File: config.mk
export PLATFORM = sky130hd
export DESIGN_NAME = addr_out_latch
export DESIGN_NICKNAME = d
export VERILOG_FILES = /design/src/rtl/addr_latch_pkg.sv /design/src/rtl/al_sync.sv /design/src/rtl/al_store.sv /design/src/rtl/al_drive.sv /design/src/rtl/al_monitor.sv /design/src/rtl/addr_out_latch.sv
export SDC_FILE = /design/constraint.sdc
export NUM_CORES = 1
export LEC_CHECK = 0
export BUFFER_PORTS_ARGS = -buffer_cell sky130_fd_sc_hd__buf_2
export CAP_MARGIN = 25
export CORE_UTILIZATION = 55
export CTS_CLUSTER_DIAMETER = 200
export DETAILED_ROUTE_END_ITERATION = 7
export HOLD_SLACK_MARGIN = 0.03
export PLACE_DENSITY = 0.8
export REMOVE_ABC_BUFFERS = 1
export SYNTH_ARGS = -nofsm -noshare
export SYNTH_HDL_FRONTEND = slang
export SYNTH_SLANG_ARGS = --single-unit
File: constraint.sdc
create_clock -name clk -period 3.9 [get_ports clk]
set_input_delay 0.195 -clock clk [delete_from_list [all_inputs] [get_ports clk]]
set_output_delay 0.195 -clock clk [all_outputs]
set_load 0.02 [all_outputs]
File: src/rtl/addr_latch_pkg.sv
package addr_latch_pkg;
  typedef enum logic [1:0] {MD_WRITE, MD_HOLD, MD_ROUTE, MD_WIPE} mode_t;

  function automatic mode_t decode_mode(input logic wipe_n, input logic arm_n);
    case ({wipe_n, arm_n})
      2'b10:   return MD_WRITE;
      2'b11:   return MD_HOLD;
      2'b00:   return MD_ROUTE;
      default: return MD_WIPE;
    endcase
  endfunction
endpackage

File: src/rtl/al_sync.sv
module al_sync #(
  parameter int WIDTH  = 4,
  parameter int STAGES = 2,
  parameter logic [WIDTH-1:0] RST_VAL = '0
) (
  input  logic             clk,
  input  logic             rst,
  input  logic [WIDTH-1:0] d,
  output logic [WIDTH-1:0] q
);
  logic [WIDTH-1:0] stg [STAGES];

  always_ff @(posedge clk) begin
    if (rst) stg[0] <= RST_VAL;
    else     stg[0] <= d;
  end

  for (genvar i = 1; i < STAGES; i++) begin : g_stage
    always_ff @(posedge clk) begin
      if (rst) stg[i] <= RST_VAL;
      else     stg[i] <= stg[i-1];
    end
  end

  assign q = stg[STAGES-1];
endmodule

File: src/rtl/al_store.sv
module al_store
  import addr_latch_pkg::*;
#(
  parameter int NUM_OUT = 8,
  localparam int SEL_W = $clog2(NUM_OUT)
) (
  input  logic               clk,
  input  logic               rst,
  input  mode_t              mode,
  input  logic [SEL_W-1:0]   sel,
  input  logic               din,
  output logic [NUM_OUT-1:0] store_q,
  output logic [NUM_OUT-1:0] store_nxt
);
  always_comb begin
    store_nxt = store_q;
    case (mode)
      MD_WRITE: store_nxt[sel] = din;
      MD_WIPE:  store_nxt = '0;
      default:  store_nxt = store_q;
    endcase
  end

  always_ff @(posedge clk) begin
    if (rst) store_q <= '0;
    else     store_q <= store_nxt;
  end

  AST_HOLD_KEEPS: assert property (@(posedge clk) disable iff (rst)
    (mode == MD_HOLD) |=> $stable(store_q));
  AST_ROUTE_KEEPS: assert property (@(posedge clk) disable iff (rst)
    (mode == MD_ROUTE) |=> $stable(store_q));
  AST_WIPE_ZERO: assert property (@(posedge clk) disable iff (rst)
    (mode == MD_WIPE) |=> (store_q == '0));
  AST_WRITE_ONE_BIT: assert property (@(posedge clk) disable iff (rst)
    (mode == MD_WRITE) |=> ($countones(store_q ^ $past(store_q)) <= 1));
endmodule

File: src/rtl/al_drive.sv
module al_drive
  import addr_latch_pkg::*;
#(
  parameter int NUM_OUT = 8,
  localparam int SEL_W = $clog2(NUM_OUT)
) (
  input  logic               clk,
  input  logic               rst,
  input  mode_t              mode,
  input  logic [SEL_W-1:0]   sel,
  input  logic               din,
  input  logic [NUM_OUT-1:0] store_nxt,
  output logic [NUM_OUT-1:0] sw_on,
  output logic [NUM_OUT-1:0] drain_lvl
);
  logic [NUM_OUT-1:0] routed;
  logic [NUM_OUT-1:0] nxt;

  always_comb begin
    routed      = '0;
    routed[sel] = din;
    nxt = (mode == MD_ROUTE) ? routed : store_nxt;
  end

  always_ff @(posedge clk) begin
    if (rst) begin
      sw_on     <= '0;
      drain_lvl <= '1;
    end else begin
      sw_on     <= nxt;
      drain_lvl <= ~nxt;
    end
  end

  AST_ROUTE_SINGLE: assert property (@(posedge clk) disable iff (rst)
    (mode == MD_ROUTE) |=> $onehot0(sw_on));
  AST_WIPE_OFF: assert property (@(posedge clk) disable iff (rst)
    (mode == MD_WIPE) |=> (sw_on == '0));
  AST_HOLD_OUT: assert property (@(posedge clk) disable iff (rst)
    (mode == MD_HOLD && $past(mode) == MD_HOLD) |=> $stable(sw_on));
endmodule

File: src/rtl/al_monitor.sv
module al_monitor #(
  parameter int SEL_W = 3
) (
  input  logic             clk,
  input  logic             rst,
  input  logic             arm_n_s,
  input  logic [SEL_W-1:0] sel_s,
  output logic             err
);
  logic [SEL_W-1:0] sel_prev;

  always_ff @(posedge clk) begin
    if (rst) begin
      sel_prev <= '0;
      err      <= 1'b0;
    end else begin
      sel_prev <= sel_s;
      if (!arm_n_s && (sel_s != sel_prev)) err <= 1'b1;
    end
  end

  AST_ERR_STICKY: assert property (@(posedge clk) disable iff (rst)
    err |=> err);
endmodule

File: src/rtl/addr_out_latch.sv
module addr_out_latch
  import addr_latch_pkg::*;
#(
  parameter int NUM_OUT     = 8,
  parameter int SYNC_STAGES = 2,
  localparam int SEL_W = $clog2(NUM_OUT),
  localparam int IN_W  = SEL_W + 3
) (
  input  logic               clk,
  input  logic               rst,
  input  logic               wipe_n,
  input  logic               arm_n,
  input  logic [SEL_W-1:0]   sel,
  input  logic               din,
  output logic [NUM_OUT-1:0] sw_on,
  output logic [NUM_OUT-1:0] drain_lvl,
  output logic               proto_err
);
  localparam logic [IN_W-1:0] SYNC_RST = {1'b1, 1'b1, {SEL_W{1'b0}}, 1'b0};

  logic [IN_W-1:0]    in_s;
  logic               wipe_n_s, arm_n_s, din_s;
  logic [SEL_W-1:0]   sel_s;
  mode_t              mode_s;
  logic [NUM_OUT-1:0] store_q, store_nxt;

  al_sync #(.WIDTH(IN_W), .STAGES(SYNC_STAGES), .RST_VAL(SYNC_RST)) u_sync (
    .clk (clk),
    .rst (rst),
    .d   ({wipe_n, arm_n, sel, din}),
    .q   (in_s)
  );

  assign {wipe_n_s, arm_n_s, sel_s, din_s} = in_s;
  assign mode_s = decode_mode(wipe_n_s, arm_n_s);

  al_store #(.NUM_OUT(NUM_OUT)) u_store (
    .clk       (clk),
    .rst       (rst),
    .mode      (mode_s),
    .sel       (sel_s),
    .din       (din_s),
    .store_q   (store_q),
    .store_nxt (store_nxt)
  );

  al_drive #(.NUM_OUT(NUM_OUT)) u_drive (
    .clk       (clk),
    .rst       (rst),
    .mode      (mode_s),
    .sel       (sel_s),
    .din       (din_s),
    .store_nxt (store_nxt),
    .sw_on     (sw_on),
    .drain_lvl (drain_lvl)
  );

  al_monitor #(.SEL_W(SEL_W)) u_mon (
    .clk     (clk),
    .rst     (rst),
    .arm_n_s (arm_n_s),
    .sel_s   (sel_s),
    .err     (proto_err)
  );

  AST_HOLD_MATCH: assert property (@(posedge clk) disable iff (rst)
    (mode_s == MD_HOLD) |=> (sw_on == store_q));
endmodule

==> impl_metrics.py <==
metrics = {
    "timing": {
        "setup_violations": 0,
        "grt_setup_unrepaired": "no",
        "tns_ns": 0,
        "hold_viol": 0,
        "worst_pin_slew_ns": 0.667,
        "postLayoutSetupSlackWorst_ns": 1.78,
        "slew_headroom_pct": 55.5,
        "fmax_ghz": 0.472,
        "worst_clock_skew_ns": 0.0149,
        "slew_violations": 0,
        "fin_crit_sh_pct": 54.3,
        "period_needed_ns": 2.12,
    },
    "floorplan": {
        "start_util_pct": 58.5,
        "die_y_um": 56.4,
        "fp-row-count": 19,
        "chipWidth_um": 56.4,
        "core_region_area_um2": 2780,
        "io_pins": 25,
        "die_area_um2": 3180,
    },
    "synthesis": {
        "yosys_warnings": 0,
        "ys.flop_type": "dfxtp_1",
        "synth_xor_area_share_pct": 1.62,
        "synth_top_area_cell": "dfxtp_1",
        "avgSynthCellArea_um2": 9.86,
        "synth-seq-cells": 40,
        "synth_top_area_share_pct": 49.2,
        "synth_top_family_by_area": "simple AND/OR/NAND/NOR gates",
        "synth_edf_count": 0,
        "yosysUniqueCellTypes": 46,
        "yosys.area_share.adder_pct": 1.54,
        "synthCells": 165,
        "synth_mux_area_share_pct": 3.08,
        "synth-async-reset-ratio_pct": 0,
        "yosys.area_share.simple_pct": 23.3,
        "ys_seq_area_share_pct": 49.2,
        "synth.area.top_cells": "dfxtp_1, nor2b_1, a21oi_1, mux2i_1, nand2b_1",
        "synth_compound_area_share_pct": 16.6,
        "syn_area_um2": 1630,
    },
    "clocking": {
        "clk_latency_ns": 0.35,
        "hold_buffers": 5,
        "path_clk_slew_ns": 0.13,
        "cts.htree.levels": 2,
        "cts.path.max_buffers": 2,
        "post-cts-setup-buffers": 0,
        "cts_sinks": 40,
        "cts_tree": "built",
        "ctsResizeCount": 0,
        "root_buffer": "clkbuf_4",
        "cts_buffers": 5,
    },
    "setup_path": {
        "path_max_fanout": 16,
        "crit_required_ns": 4.14,
        "start_kind": "flip-flop",
        "crit_type": "reg -> reg",
        "arrival_ns": 2.36,
        "end_kind": "flip-flop",
    },
    "routing": {
        "drc": 0,
        "vias": 1285,
        "drtPass1Iterations": 4,
        "wl_per_cell_um": 13.2,
        "ant_nets": 0,
        "first_iter_violations": 30,
        "routed_wl_um": 2920,
        "routed_via_density": 5.81,
    },
    "power": {
        "seq_power_share_pct": 57.4,
        "p_comb_share_pct": 5.7,
        "vdd_drop_max_v": 0.000487,
        "p_clk_share_pct": 36.9,
        "switchingPower_w": 0.000166,
        "switching_share_pct": 22.5,
        "leakage_nw": 0.689,
        "p_per_area_nw_per_um2": 396,
        "p_int_w": 0.000573,
    },
    "layout": {
        "fill_cells": 241,
        "layout_common_cells": "dfxtp_1, buf_2, nor2b_1",
        "final_common_cell": "dfxtp_1",
        "syn2layout_area_growth_pct": 14.8,
        "final_nets": 199,
        "final_cells": 221,
        "antennaDiodeCount": 0,
        "stdcell_area_um2": 1870,
        "drive_gt1_share_pct": 20.0,
        "fin_util_pct": 67.2,
    },
    "job": {
        "drv_cap": 0,
    },
    "place": {
        "io_buffers": 24,
        "dp.cells": 208,
        "routabilityCongestion": 0.815,
        "placed_area_um2": 1730,
        "hpwl_um": 1890,
        "pre_cts_ws_ns": 1.85,
    },
    "global_route": {
        "grt_overflow_total": 0,
        "grt_max_degree": 36,
        "grt-busiest-layer": "met2",
        "grt_pass1_vias": 1080,
        "met1_usage_pct": 23.6,
        "use_met2_pct": 31.1,
        "antenna_found_initial": 0,
        "grtUsageTotal_pct": 19.6,
        "grt_util_met3_pct": 6.91,
        "grt_pass1_wl_um": 4710,
    },
    "run_status": {
        "status": "finished, final reports clean",
    },
    "hold_path": {
        "hp-class": "in -> reg",
    },
}
power groups by stage:
stage | logic [W] | registers [W] | clock network (W)
2_1_floorplan | 0.0000238 | 0.000432 | 0
3_3_place_gp | 0.0000369 | 0.000433 | 0
3_5_place_dp | 0.0000379 | 0.000434 | 0
4_1_cts | 0.0000419 | 0.000424 | 0.000284
5_1_grt | 0.0000459 | 0.000426 | 0.000297
6_report | 0.0000422 | 0.000424 | 0.000272
per-stage QoR:
stage | hold WS (ns) | power (W)
floorplan | 0.264 | 0.000456
global route | 0.0318 | 0.000769
global placement | 0.380 | 0.000470
CTS | 0.0449 | 0.000750
finish | 0.0573 | 0.000739
detailed placement | 0.382 | 0.000472
metal layers:
layer | wire length, um | vias up
met5 | 0 | -
met4 | 29 | 0
met3 | 116 | 2
met2 | 1420 | 24
met1 | 1360 | 610
li1 | - | 649
kinds of logic after synthesis:
kind of cell             count (synthesis)
adder cells (fa/ha/maj)                  2
AND/OR/NAND/NOR                         60
AO/OA/AOI/OAI                           37
flip-flops                              40
XOR/XNOR                                 3
multiplexers                             5
buffers and inverters                   18
cells in the mapped netlist (3+ instances only):
library cell	n
mux2i_1	5
buf_2	5
dfxtp_1	40
nand3_1	5
xnor2_1	3
o21a_1	3
a21oi_1	11
nand2_1	6
nand4b_1	3
nand2b_1	7
nor2_1	3
or2_2	4
nor3b_1	3
inv_1	5
a21o_1	3
nor2b_1	12
or3_1	4
clkbuf_1	6
worst paths after layout:
kind | start | to | cells after the start | slack (ns)
max | u_sync.stg[1][4] | u_drive.drain_lvl[1] | 5 | 1.78
min | sel[2] | u_sync.stg[0][3] | 2 | 0.06
max reg2reg | u_sync.stg[1][4] | u_drive.drain_lvl[1] | 5 | 1.78
min reg2reg | u_sync.stg[0][4] | u_sync.stg[1][4] | 1 | 0.40
critical path, stage by stage, from the launching register on:
cell     delay [ns]
dfxtp_1        0.35
inv_1          0.05
ha_1           0.56
inv_2          0.11
or4_1          0.57
a311o_1        0.36
sequential cells by signal, summed over array words and instances, names as in the netlist:
name	flops
u_drive.sw_on	8
u_store.store_q	8
u_drive.drain_lvl	8
u_mon.sel_prev	3
u_mon.err	1
u_sync.stg	12
layout make-up:
class / count / area, um^2 / area share [%]
clock buffers: 5 / 37.5 / 2.01
clock inverters: 3 / 47.5 / 2.55
inverters: 6 / 22.5 / 1.21
multi-input cells: 107 / 751 / 40.2
flip-flops and latches: 40 / 801 / 42.9
well taps: 31 / 38.8 / 2.08
repair buffers: 29 / 170 / 9.11
(Power assumes the default switching activity.)
